<file path="src/rtl/vdp_host_pkg.sv">
package vdp_host_pkg;
    localparam int BYTE_W  = 8;
    localparam int SEL_W   = 6;
    localparam int LOW_W   = 14;
    localparam int HI_W    = LOW_W - BYTE_W;

    typedef struct packed {
        logic              reg_wr;
        logic [SEL_W-1:0]  reg_sel;
        logic [BYTE_W-1:0] reg_data;
        logic              ptr_set;
        logic              ptr_dir_wr;
        logic [LOW_W-1:0]  ptr_val;
    } ctl_cmd_t;

    typedef struct packed {
        logic [LOW_W-1:0]  ptr;
        logic              fetch;
        logic              pend;
        logic [BYTE_W-1:0] latch;
    } ptr_state_t;
endpackage

</file>
<file path="src/rtl/vdp_ctl_seq.sv">
module vdp_ctl_seq
    import vdp_host_pkg::*;
(
    input  logic              clk,
    input  logic              rst_n,
    input  logic              ctl_wr,
    input  logic [BYTE_W-1:0] ctl_wdata,
    input  logic              data_acc,
    output logic              cmd_reg_wr,
    output logic [SEL_W-1:0]  cmd_reg_sel,
    output logic [BYTE_W-1:0] cmd_reg_data,
    output logic              cmd_ptr_set,
    output logic              cmd_ptr_dir_wr,
    output logic [LOW_W-1:0]  cmd_ptr_val
);
    typedef struct packed {
        logic              second;
        logic [BYTE_W-1:0] first;
    } seq_t;

    seq_t     s_d, s_q;
    ctl_cmd_t cmd;

    always_comb begin
        s_d = s_q;
        cmd = '0;
        if (data_acc) begin
            s_d.second = 1'b0;
        end else if (ctl_wr) begin
            if (!s_q.second) begin
                s_d.first  = ctl_wdata;
                s_d.second = 1'b1;
            end else begin
                s_d.second = 1'b0;
                if (ctl_wdata[7]) begin
                    cmd.reg_wr   = 1'b1;
                    cmd.reg_sel  = ctl_wdata[SEL_W-1:0];
                    cmd.reg_data = s_q.first;
                end else begin
                    cmd.ptr_set    = 1'b1;
                    cmd.ptr_dir_wr = ctl_wdata[6];
                    cmd.ptr_val    = {ctl_wdata[HI_W-1:0], s_q.first};
                end
            end
        end
    end

    always_ff @(posedge clk) begin
        if (!rst_n) s_q <= '0;
        else        s_q <= s_d;
    end

    assign cmd_reg_wr     = cmd.reg_wr;
    assign cmd_reg_sel    = cmd.reg_sel;
    assign cmd_reg_data   = cmd.reg_data;
    assign cmd_ptr_set    = cmd.ptr_set;
    assign cmd_ptr_dir_wr = cmd.ptr_dir_wr;
    assign cmd_ptr_val    = cmd.ptr_val;


    toggle_clear_chk: assert property (@(posedge clk) disable iff (!rst_n)
        data_acc |=> !s_q.second);
endmodule

</file>
<file path="src/rtl/vdp_reg_file.sv">
module vdp_reg_file
    import vdp_host_pkg::*;
#(
    parameter int NUM_REGS = 16,
    parameter int BANK_REG = 14,
    parameter int BANK_W   = 3
) (
    input  logic                       clk,
    input  logic                       rst_n,
    input  logic                       wr_en,
    input  logic [SEL_W-1:0]           wr_sel,
    input  logic [BYTE_W-1:0]          wr_data,
    input  logic                       bank_inc,
    output logic [NUM_REGS*BYTE_W-1:0] regs_o
);
    localparam int IDX_W = (NUM_REGS > 1) ? $clog2(NUM_REGS) : 1;

    logic [NUM_REGS-1:0][BYTE_W-1:0] regs_d, regs_q;
    logic                            in_range;

    assign in_range = (int'(wr_sel) < NUM_REGS);

    always_comb begin
        regs_d = regs_q;
        if (wr_en && in_range)
            regs_d[wr_sel[IDX_W-1:0]] = wr_data;
        if (bank_inc)
            regs_d[BANK_REG][BANK_W-1:0] = regs_q[BANK_REG][BANK_W-1:0] + 1'b1;
    end

    always_ff @(posedge clk) begin
        if (!rst_n) regs_q <= '0;
        else        regs_q <= regs_d;
    end

    assign regs_o = regs_q;


    oob_ignore_chk: assert property (@(posedge clk) disable iff (!rst_n)
        (wr_en && !in_range && !bank_inc) |=> (regs_q == $past(regs_q)));

    bank_carry_chk: assert property (@(posedge clk) disable iff (!rst_n)
        (bank_inc && !wr_en) |=>
        (regs_q[BANK_REG][BANK_W-1:0] == BANK_W'($past(regs_q[BANK_REG][BANK_W-1:0]) + 1'b1)));
endmodule

</file>
<file path="src/rtl/vdp_vram_ptr.sv">
module vdp_vram_ptr
    import vdp_host_pkg::*;
(
    input  logic              clk,
    input  logic              rst_n,
    input  logic              wide_wrap,
    input  logic              set_en,
    input  logic              set_dir_wr,
    input  logic [LOW_W-1:0]  set_val,
    input  logic              wr_acc,
    input  logic              rd_acc,
    input  logic [BYTE_W-1:0] mem_rdata,
    output logic [LOW_W-1:0]  ptr_o,
    output logic              mem_re,
    output logic              bank_carry,
    output logic [BYTE_W-1:0] latch_o
);
    ptr_state_t     st_d, st_q;
    logic [LOW_W:0] step;

    assign step   = {1'b0, st_q.ptr} + 1'b1;
    assign mem_re = st_q.fetch && !wr_acc;

    always_comb begin
        st_d       = st_q;
        bank_carry = 1'b0;
        st_d.pend  = mem_re;
        if (mem_re) st_d.fetch = 1'b0;
        if (st_q.pend) st_d.latch = mem_rdata;
        if (wr_acc || rd_acc) begin
            st_d.ptr   = step[LOW_W-1:0];
            bank_carry = step[LOW_W] && wide_wrap;
            if (rd_acc) st_d.fetch = 1'b1;
        end else if (set_en) begin
            st_d.ptr   = set_val;
            st_d.fetch = !set_dir_wr;
        end
    end

    always_ff @(posedge clk) begin
        if (!rst_n) st_q <= '0;
        else        st_q <= st_d;
    end

    assign ptr_o   = st_q.ptr;
    assign latch_o = st_q.latch;


    ptr_step_chk: assert property (@(posedge clk) disable iff (!rst_n)
        (wr_acc || rd_acc) |=> (st_q.ptr == LOW_W'($past(st_q.ptr) + 1'b1)));

    read_prefetch_chk: assert property (@(posedge clk) disable iff (!rst_n)
        (set_en && !set_dir_wr && !wr_acc && !rd_acc) |=> st_q.fetch);
endmodule

</file>
<file path="src/rtl/vdp_host_port.sv">
module vdp_host_port
    import vdp_host_pkg::*;
#(
    parameter int NUM_REGS = 16,
    parameter int BANK_REG = 14,
    parameter int BANK_W   = 3,
    localparam int ADDR_W  = LOW_W + BANK_W
) (
    input  logic                       clk,
    input  logic                       rst_n,
    input  logic                       wide_wrap,
    input  logic                       ctl_wr,
    input  logic [BYTE_W-1:0]          ctl_wdata,
    input  logic                       dat_wr,
    input  logic [BYTE_W-1:0]          dat_wdata,
    input  logic                       dat_rd,
    output logic [BYTE_W-1:0]          dat_rdata,
    output logic [NUM_REGS*BYTE_W-1:0] reg_bus,
    output logic [ADDR_W-1:0]          vram_addr,
    output logic                       vram_we,
    output logic [BYTE_W-1:0]          vram_wdata,
    output logic                       vram_re,
    input  logic [BYTE_W-1:0]          vram_rdata
);
    logic              reg_wr, ptr_set, ptr_dir_wr, bank_carry;
    logic [SEL_W-1:0]  reg_sel;
    logic [BYTE_W-1:0] reg_data;
    logic [LOW_W-1:0]  ptr_val, ptr_cur;
    logic [BANK_W-1:0] bank;

    vdp_ctl_seq u_seq (
        .clk(clk), .rst_n(rst_n), .ctl_wr(ctl_wr), .ctl_wdata(ctl_wdata),
        .data_acc(dat_wr || dat_rd),
        .cmd_reg_wr(reg_wr), .cmd_reg_sel(reg_sel), .cmd_reg_data(reg_data),
        .cmd_ptr_set(ptr_set), .cmd_ptr_dir_wr(ptr_dir_wr), .cmd_ptr_val(ptr_val)
    );

    vdp_reg_file #(.NUM_REGS(NUM_REGS), .BANK_REG(BANK_REG), .BANK_W(BANK_W)) u_regs (
        .clk(clk), .rst_n(rst_n), .wr_en(reg_wr), .wr_sel(reg_sel),
        .wr_data(reg_data), .bank_inc(bank_carry), .regs_o(reg_bus)
    );

    vdp_vram_ptr u_ptr (
        .clk(clk), .rst_n(rst_n), .wide_wrap(wide_wrap),
        .set_en(ptr_set), .set_dir_wr(ptr_dir_wr), .set_val(ptr_val),
        .wr_acc(dat_wr), .rd_acc(dat_rd), .mem_rdata(vram_rdata),
        .ptr_o(ptr_cur), .mem_re(vram_re), .bank_carry(bank_carry),
        .latch_o(dat_rdata)
    );

    assign bank       = reg_bus[BANK_REG*BYTE_W +: BANK_W];
    assign vram_addr  = {bank, ptr_cur};
    assign vram_we    = dat_wr;
    assign vram_wdata = dat_wdata;


    narrow_bank_hold_chk: assert property (@(posedge clk) disable iff (!rst_n)
        ((dat_wr || dat_rd) && !wide_wrap && !reg_wr) |=> $stable(bank));

    mem_port_excl_chk: assert property (@(posedge clk) disable iff (!rst_n)
        !(vram_we && vram_re));
endmodule

</file>
<file path="config.mk">
export PLATFORM = sky130hd
export DESIGN_NAME = vdp_host_port
export DESIGN_NICKNAME = d
export VERILOG_FILES = /design/src/rtl/vdp_host_pkg.sv /design/src/rtl/vdp_ctl_seq.sv /design/src/rtl/vdp_reg_file.sv /design/src/rtl/vdp_vram_ptr.sv /design/src/rtl/vdp_host_port.sv
export SDC_FILE = /design/constraint.sdc
export NUM_CORES = 1
export LEC_CHECK = 0
export BUFFER_PORTS_ARGS = -buffer_cell sky130_fd_sc_hd__buf_2
export CAP_MARGIN = 15
export CORE_MARGIN = 5
export CORE_UTILIZATION = 57
export DETAILED_ROUTE_END_ITERATION = 7
export PLACE_DENSITY = 0.86
export SKIP_LAST_GASP = 1
export SYNTH_ARGS = -nofsm -noshare
export SYNTH_HDL_FRONTEND = slang
export SYNTH_HIERARCHICAL = 1
export SYNTH_SLANG_ARGS = --single-unit
</file>
<file path="constraint.sdc">
create_clock -name clk -period 3 [get_ports clk]
set_input_delay 0 -clock clk [delete_from_list [all_inputs] [get_ports clk]]
set_output_delay 0 -clock clk [all_outputs]
set_load 0.005 [all_outputs]
</file>
Yosys cells after proc, flatten, opt, wreduce, memory -nomap -nowiden:

Cells that the tools add are included.

* $lt $le $gt $ge: 3
* multiplexer cells: 16
* add/sub/neg operators: 2
* bitwise gates (word level): 3
* reduce and logical (&&, ||, !) cells: 11

Operators with widths (count)
* bitwise mux 128 bit: 1
* two-way mux 115 bit: 1
* two-way mux 31 bit: 3
* two-way mux 15 bit: 3
* demux 8 bit (select 4 bit): 1
* two-way mux 16 bit: 1
* adder 14 x 1 -> 15 bit (second input constant): 1
* two-way mux 8 bit: 1
* < comparator 6 x 5 -> 1 bit (second input constant): 1
* < comparator 4 x 5 -> 1 bit (second input constant): 1
* >= comparator 4 x 1 -> 1 bit (second input constant): 1
* logical AND 1 bit: 4
* two-way mux 1 bit: 4
* nonzero test 2 bit: 2
* adder 3 x 1 -> 3 bit (second input constant): 1
* two-way mux 3 bit: 1
* NOT 1 bit: 3
* AND reduction 3 bit: 1
* logical NOT 1 bit: 2
* OR reduction 2 bit: 1
* logical OR 1 bit: 1

* bits in registers: 161
* bits of input ports: 30
* output and inout port bits: 163

Depth between registers and ports, before layout:

Gate-level depths: netlist of run 1.

* depth after elaboration: 11
* depth in mapped cells: 10

Hierarchy:

The synthesis of run 1 kept the hierarchy.

By module, submodules not included
* vdp_reg_file: cells each 559, area an instance 5335.1 um^2, sequential area each 2562.5 um^2, times used 1
* vdp_vram_ptr: cells each 153, area an instance 1362.6 um^2, sequential area each 480.5 um^2, times used 1
* vdp_ctl_seq: cells each 78, area an instance 645.6 um^2, sequential area each 180.2 um^2, times used 1
* vdp_host_port: cells each 13, area an instance 96.3 um^2, sequential area each 0.0 um^2, times used 1

Least setup slack after synthesis of run 1:

Ideal clock, no wire load.

* path kind: reg2reg
* start: register u_seq/s_q[8] in the netlist's numbering
* end: register u_regs.regs_q (netlist bit u_regs/regs_o[40])
* buffers on the path: 3
* setup time: 0.119 ns
* data arrival time: 1.806 ns
* setup slack: 1.075 ns
* stages on the path, launching flop included: 9
* data required time: 2.881 ns
* cell sequence: dfxtp_1 -> and2_4 -> buf_6 -> and3_1 -> or4b_1 -> buf_4 -> buf_6 -> o21ai_1 -> a21boi_1

* word-level cells in the longest chain between the ends: 8
* elaborated cells on any way between the ends: 11

Ends and longest elaborated chain
* from (decl): line vdp_ctl_seq.sv:21 `seq_t s_d, s_q;`
* from (signal assigned): line vdp_ctl_seq.sv:49 `if (!rst_n) s_q <= '0;`
* from (signal assigned): line vdp_ctl_seq.sv:50 `else s_q <= s_d;`
* two-way mux 31 bit (*): line vdp_ctl_seq.sv:30 `if (!s_q.second) begin`
* two-way mux 31 bit (*): line vdp_ctl_seq.sv:29 `end else if (ctl_wr) begin`
* two-way mux 31 bit (*): line vdp_ctl_seq.sv:27 `if (data_acc) begin`
* net reg_sel[3]: line vdp_host_port.sv:26 `logic [SEL_W-1:0] reg_sel;`
* < comparator 4 x 5 -> 1 bit (implied by the code) / >= comparator 4 x 1 -> 1 bit (equally long branches): line vdp_reg_file.sv:26 `regs_d[wr_sel[IDX_W-1:0]] = wr_data;`
* logical AND 1 bit (implied by the code): line vdp_reg_file.sv:26
* two-way mux 8 bit (implied by the code): line vdp_reg_file.sv:26
* demux 8 bit (select 4 bit)
* bitwise mux 128 bit: line vdp_reg_file.sv:26
* to (signal assigned): line vdp_reg_file.sv:33 `else regs_q <= regs_d;`
* to (decl): line vdp_reg_file.sv:18 `logic [NUM_REGS-1:0][BYTE_W-1:0] regs_d, regs_q;`

The timed path passes the listed nets; every way through them passes the cells marked *.
A chain may end at the register's enable or synchronous reset.

Worst setup path after layout of run 1:

* start: input port dat_rd
* end: register u_regs.regs_q (netlist bit u_regs/regs_o[22])

* word-level cells in the longest chain between the ends: 7
* elaborated cells on any way between the ends: 10

Ends and longest elaborated chain
* from (decl): line vdp_host_port.sv:16 `input logic dat_rd,`
* logical OR 1 bit (*): line vdp_host_port.sv:33 `.data_acc(dat_wr || dat_rd),`
* two-way mux 31 bit (*): line vdp_ctl_seq.sv:27
* net reg_sel[1]: line vdp_host_port.sv:26
* < comparator 4 x 5 -> 1 bit (implied by the code) / >= comparator 4 x 1 -> 1 bit (equally long branches): line vdp_reg_file.sv:26
* logical AND 1 bit (implied by the code): line vdp_reg_file.sv:26
* two-way mux 8 bit (implied by the code): line vdp_reg_file.sv:26
* demux 8 bit (select 4 bit)
* bitwise mux 128 bit: line vdp_reg_file.sv:26

Marked as above.

==> results by group, run 1 <==
STA
  • Setup TNS: 0 ps
  • Skew final: 4.511 ps
  • Slew @ Worst Pin: roughly 820 ps
  • Fin worst setup slack: 225.4 ps
  • Endpoints failing hold: 0
  • Final setup fails: 0
  • RSZ-0062 raised after global routing: false
  • Period Utilization, post-route: 0.9249
  • Max Freq: 360.4 MHz
  • Max transition margin: 0.4522
  • Tmin final: between 2000 and 3000 ps
  • Max Transition Viols Final: 0

Floorplan
  • Die H: approximately 120 um
  • Initial Util: 0.5848
  • # rows: between 40 and 50
  • Core outline area: about 0.013 mm2
  • Die outline area: roughly 0.015 mm2
  • Die Wd: between 100 and 150 um
  • I/O pin total: just under 200

Detailed routing
  • Vias post-DR: approximately 6.4k
  • Initial DRT Pass Iterations: 5
  • DRT antenna net count: 0
  • Vias per std cell: approximately 5.8
  • Post-DR wirelength/cell: ~18 um
  • DRC Markers: 0
  • Routed WL: roughly 21000 um
  • Drt initial violations: approximately 540

Placement
  • IO buf count: 176
  • Placed instance area: a little over 0.008 mm2
  • DP HPWL: ~13000 um
  • RePlAce Congestion: 0.8776
  • Inst Count DP: roughly 1.1k
  • Pre-CTS setup slack: between 400 and 500 ps

Layout
  • Non-filler instance count after layout: 1117
  • Most common cell after layout, fill and taps aside: buf_2
  • Fill cells: ~1k
  • Nets: approximately 970
  • Area growth, synth to finish: 18.89%
  • Final instance area: just under 0.009 mm2
  • Layout cell share with drive strength beyond 1: 0.2815
  • Final core utilization: 0.6952
  • Commonest cells after routing, fill and taps aside: buf_2 (175), dfxtp_1 (161), nand2_1 (86)
  • Antenna diode count: 0

Worst setup path
  • Crit-path cells: dlygate4sd3_1, buf_2, or2_1, nor2b_4, and3_1, buf_4, or3b_2, o21ai_1, a21boi_1
  • Critical Path Sink Type: flip-flop
  • CP top delay family: simple AND/OR/NAND/NOR gates
  • Critical Path Max Stage Delay: around 570 ps
  • Critical path startpoint category: input pin
  • Worst Path Arrival: ~3000 ps
  • Crit-path slowest cell: or3b_2
  • Worst Path Buf+Inv: 3
  • Setup Crit Path Kind: in -> reg
  • Critical path fanouts, max: 31
  • Worst Path Required: approximately 3300 ps

Clock network
  • Latest clock arrival within the worst-skew pair: about 420 ps
  • Clk sink count: approximately 160
  • CTS clk-pin slew, worst paths: ~60 ps
  • Clock tree buffer depth: 2
  • CTS H-tree lvls: 4
  • Post-CTS Setup Bufs: 0
  • CTS tree: yes
  • Post-cts gate resize count: 0
  • CTS buffer count: 17
  • Root Buffer: clkbuf_16

Synthesis
  • Number of synthesized flops with an enable pin: 0
  • Mapped Nets: about 840
  • Syn_area_per_cell: 9.265 um2
  • Sequential element share of the synthesized area: 0.4332
  • Gate count of the mapped netlist: 803
  • Yosys reg bits: approximately 160
  • Synth Cell Area: roughly 0.0074 mm2
  • FFs w/ async S/R, synth: 0
  • Synth Flop Type: dfxtp_1
  • YS warnings: 6
  • Synth unique cells: 66

Power and ir drop
  • Peak VDD IR: 0.0003347 V
  • Pwr dens: 497.3 mW/mm2
  • LEAKAGE: 3.855 nW

Job
  • Maxcap violations: 0

Global route
  • Initial antenna violation count: 0
  • GRT Overall Usage: 0.2588
  • First-pass GRT wire length: roughly 33000 um
  • Largest net degree at the start of global routing: a little under 90
  • Number of global-route vias before repair: 6353
  • Total global routing overflow: 0

Status
  • Status: complete, no violations

Hold path
  • Min-Delay Path Class: in -> out
registers in the layout, summed over array words and instances, names as in the netlist:
| register | cells |
|---|---|
| u_seq/s_q | 9 |
| u_regs/regs_o | 128 |
| u_ptr/ptr_o | 14 |
| u_ptr/latch_o | 8 |
| u_ptr/st_q | 2 |
worst paths after layout:
check                     from                end  slack [ps]  cells after the start
min               dat_wdata[6]      vram_wdata[6]       0.002                      0
min reg2reg  u_regs/regs_o[70]  u_regs/regs_o[70]         450                      2
max                     dat_rd  u_regs/regs_o[22]         230                      9
max reg2reg       u_seq/s_q[8]  u_regs/regs_o[40]         660                      6
routing by layer:
metal,track usage,part of all wire,vias up
met5,0,0,-
met4,0.1161,0.031,0
met3,0.08362,0.083,48
met2,0.4227,0.48,274
met1,0.3108,0.40,3044
li1,-,-,3071
through the flow:
stage	hold WS, ps	total power [mW]
floorplan	35.02	2.322
detailed placement	0.03806	2.346
global placement	0.03806	2.344
global route	0.006900	4.527
finish	0.001969	4.399
CTS	0.03806	4.418
what timing repair did:
action	4_1_cts	5_1_grt
setup endpoints to repair	0	0
hold endpoints to repair	19	0
hold buffers	21	0
where the power goes:
part	internal [mW]	switching [mW]
logic	0.0760	0.0837
registers	2.15	0.0142
clock network	1.22	0.852
total	3.45	0.950
cells by family after synthesis:
logic type                 share of synthesized area
and+or+nand+nor                               0.2114
AOI/OAI and AO/OA                             0.1536
DFF                                           0.4332
buffers and inverters                        0.09250
muxes                                         0.1012
xor gates and xnor gates                    0.004710
adders and majority gates                   0.003363
synth_stat cells (5+ instances only):
library cell / number / share of area
nand3_1: 62 / 0.042
nor2b_1: 10 / 0.0084
mux2i_1: 73 / 0.098
o21ai_1: 60 / 0.040
nand2_1: 86 / 0.043
a21boi_0: 12 / 0.012
and3_1: 26 / 0.022
buf_6: 11 / 0.017
clkbuf_2: 5 / 0.0034
nand4b_1: 17 / 0.020
o21ai_0: 17 / 0.011
buf_2: 17 / 0.011
buf_4: 39 / 0.039
a21boi_1: 60 / 0.061
and3_2: 6 / 0.0061
a31oi_1: 5 / 0.0042
clkbuf_1: 34 / 0.017
dfxtp_1: 161 / 0.43
nand4_1: 10 / 0.0084
nor2_1: 8 / 0.0040
layout make-up:
cell class | count | area [um2] | share of cell area
inverters | 2 | 7.507 | 0.0008488
clock buffers | 22 | 484.2 | 0.05475
well taps | 172 | 215.2 | 0.02433
repair buffers | 221 | 1286 | 0.1454
flip-flops and latches | 161 | 3223 | 0.3644
clock inverters | 9 | 82.58 | 0.009337
multi-input cells | 530 | 3546 | 0.4009
(Power assumes the default switching activity.)
==> inputs of run 2 (changes only) <==
--- a/config.mk
+++ b/config.mk
@@ -10,6 +10,7 @@
 export CORE_MARGIN = 5
 export CORE_UTILIZATION = 57
 export DETAILED_ROUTE_END_ITERATION = 7
+export GPL_TIMING_DRIVEN = 0
 export PLACE_DENSITY = 0.86
 export SKIP_LAST_GASP = 1
 export SYNTH_ARGS = -nofsm -noshare
==> run 2 against run 1 <==
Compared with the run above:
- final cell count up 9.0%
- setup slack better by 140 ps
- critical path depth up 2
- non-clock buffer count up 101
- sequential power about the same
- via count up 7.1%
- routed wire length up 5.9%
- sequential share of layout area down 2.3 points
- count of clock-buffer cells in the layout up 1
- combinational power up 31%
- critical endpoint is now u_regs/regs_o[63]
- largest cell class unchanged
- highest routed layer unchanged
==> results by group, run 2 (synthesized netlist as in run 1, its figures left out) <==
STA
  • Final setup fails: 0 (unchanged)
  • Skew final: 6.589 ps (+2.078 ps)
  • Tmin final: 2633 ps (-142.1 ps)
  • Max Transition Viols Final: 0 (unchanged)
  • Endpoints failing hold: 0 (unchanged)
  • Max Freq: 379.9 MHz (+5.4%)
  • Max transition margin: 0.5198 (+0.06752)
  • Setup TNS: 0 ps (unchanged)
  • Period Utilization, post-route: 0.8775 (-0.04736)
  • RSZ-0062 raised after global routing: false
  • Hold Slack: 25.54 ps (+25.54 ps)
  • Slew @ Worst Pin: 715.0 ps (-103.1 ps)

Detailed routing
  • DRC Markers: 0 (unchanged)
  • Vias post-DR: 6895 (+7.1%)
  • DRT antenna net count: 0 (unchanged)
  • Post-DR wirelength/cell: 17.88 um (-2.9%)
  • Drt initial violations: 654 (+22%)
  • Vias per std cell: 5.661 (-1.8%)
  • Initial DRT Pass Iterations: 6 (+1)
  • Routed WL: 21780 um (+5.9%)

Floorplan
  • Core outline area: 0.01272 mm2 (unchanged)
  • I/O pin total: 193 (unchanged)
  • Die outline area: 0.01544 mm2 (unchanged)
  • Die Wd: 124.2 um (unchanged)
  • # rows: 41 (unchanged)
  • Die H: 124.2 um (unchanged)
  • Initial Util: 0.5848 (unchanged)

Clock network
  • CTS buffer count: 17 (unchanged)
  • Latest clock arrival within the worst-skew pair: 420 ps (about the same)
  • Post-cts gate resize count: 0 (unchanged)
  • Clk sink count: 161 (unchanged)
  • CTS H-tree lvls: 4 (unchanged)
  • Root Buffer: clkbuf_16
  • Post-CTS Setup Bufs: 0 (unchanged)
  • Clock tree buffer depth: 2 (unchanged)
  • CTS tree: yes
  • Post-CTS Hold Buffers: 29 (+38%)
  • CTS clk-pin slew, worst paths: 60 ps (about the same)

Power and ir drop
  • Clock share of power: 0.476 (+0.005)
  • Peak VDD IR: 0.0003507 V (+4.8%)
  • Pwr dens: 479.2 mW/mm2 (-3.7%)
  • Gate power share: 0.046 (+0.010)
  • Register share of total power: 0.478 (-0.014)
  • LEAKAGE: 4.211 nW (+9.2%)
  • Switching Share: 0.2121 (-0.003967)
  • P_int: 3.569 mW (+3.5%)
  • Sw power: 960.5 uW (+1.1%)
  • Pwr Total: 4.529 mW (+3.0%)

Worst setup path
  • Critical path startpoint category: input pin
  • Crit-path cells: dlygate4sd3_1, buf_2, or2_1, nor2b_4, clkbuf_2, and3_1, buf_2, buf_2, nand3_1, o21ai_1, a21boi_1
  • CP top delay family: buffers and inverters
  • Worst Path Arrival: 2930 ps (-150 ps)
  • Critical Path Max Stage Delay: 540 ps (-30 ps)
  • Crit path top cell by count: buf_2
  • Critical Path Sink Type: flip-flop
  • Crit-path slowest cell: dlygate4sd3_1
  • Worst Path Buf+Inv: 5 (+2)
  • Setup Crit Path Kind: in -> reg
  • Worst Path Required: 3300 ps (about the same)
  • Critical path fanouts, max: 10 (-68%)

Global route
  • Largest net degree at the start of global routing: 17 (-80%)
  • First-pass GRT wire length: 35310 um (+7.4%)
  • Number of global-route vias before repair: 6850 (+7.8%)
  • GRT Overall Usage: 0.2768 (+0.01805)
  • Total global routing overflow: 0 (unchanged)
  • Initial antenna violation count: 0 (unchanged)

Layout
  • Largest register FFs: 128 (unchanged)
  • Non-filler instance count after layout: 1218 (+9.0%)
  • Area growth, synth to finish: 27.06%
  • Antenna diode count: 0 (unchanged)
  • Most common cell after layout, fill and taps aside: buf_2
  • Fill cells: 990 (-3.1%)
  • Commonest cells after routing, fill and taps aside: buf_2 (200), dfxtp_1 (161), nand2_1 (86)
  • Layout cell share with drive strength beyond 1: 0.3031 (+0.02158)
  • Nets: 1066 (+10%)

Placement
  • IO buf count: 183 (+4.0%)
  • Inst Count DP: 1158 (+8.7%)
  • DP HPWL: 14860 um (+12%)
  • RePlAce Congestion: 0.8626 (-1.7%)

Hold path
  • Min-Delay Path Class: in -> reg

Status
  • Status: complete, no violations

Job
  • Maxcap violations: 0 (unchanged)
[run 2: metrics by stage]
stage                     setup slack, ps  utilization  area [um2]
after CTS                           459.9       0.7430        9453
after detailed placement            528.6       0.6737        8571
final                               367.5       0.7430        9453
after global routing                246.6       0.7430        9453
after floorplan                      1075            -        7440
after global placement              522.8       0.6737        8571
[run 2: worst register-to-register path, stage by stage (launching register included)]
cell	delay, ps
dfxtp_1	460
ha_1	330
o21ai_0	250
nor4_1	640
inv_1	230
and4_1	240
o31a_1	230
[run 2: power groups by stage]
stage / clock network (mW) / logic (mW) / registers, mW
2_1_floorplan: 0 / 0.114 / 2.21
3_3_place_gp: 0 / 0.171 / 2.21
3_5_place_dp: 0 / 0.173 / 2.21
4_1_cts: 2.18 / 0.202 / 2.16
5_1_grt: 2.27 / 0.225 / 2.17
6_report: 2.15 / 0.209 / 2.17
[run 2: path summary, 6_finish.rpt]
check / slack (ps) / start / end / cells after the start
setup / recovery: 370 / dat_rd / u_regs/regs_o[63] / 11
hold / removal: 30 / rst_n / u_ptr/ptr_o[2] / 2
setup reg to reg: 510 / u_ptr/ptr_o[0] / u_regs/regs_o[112] / 6
hold reg to reg: 460 / u_regs/regs_o[72] / u_regs/regs_o[72] / 2
[run 2: cell type report]
class                      instances  area (um2)  share of cell area
multi-input combinational        530        3528              0.3733
sequential                       161        3223              0.3410
timing repair buffer             212        1206              0.1276
buffer                           110       680.7             0.07201
clock buffer                      23       488.0             0.05162
tap                              172       215.2             0.02277
clock inverter                     8       103.9             0.01099
inverter                           2       7.507           0.0007942
[run 2: metal layers]
| metal | part of all wire | GRT usage |
|---|---|---|
| met1 | 0.40 | 0.3321 |
| met2 | 0.48 | 0.4571 |
| met3 | 0.089 | 0.09134 |
| met4 | 0.028 | 0.1122 |
| met5 | 0 | 0 |
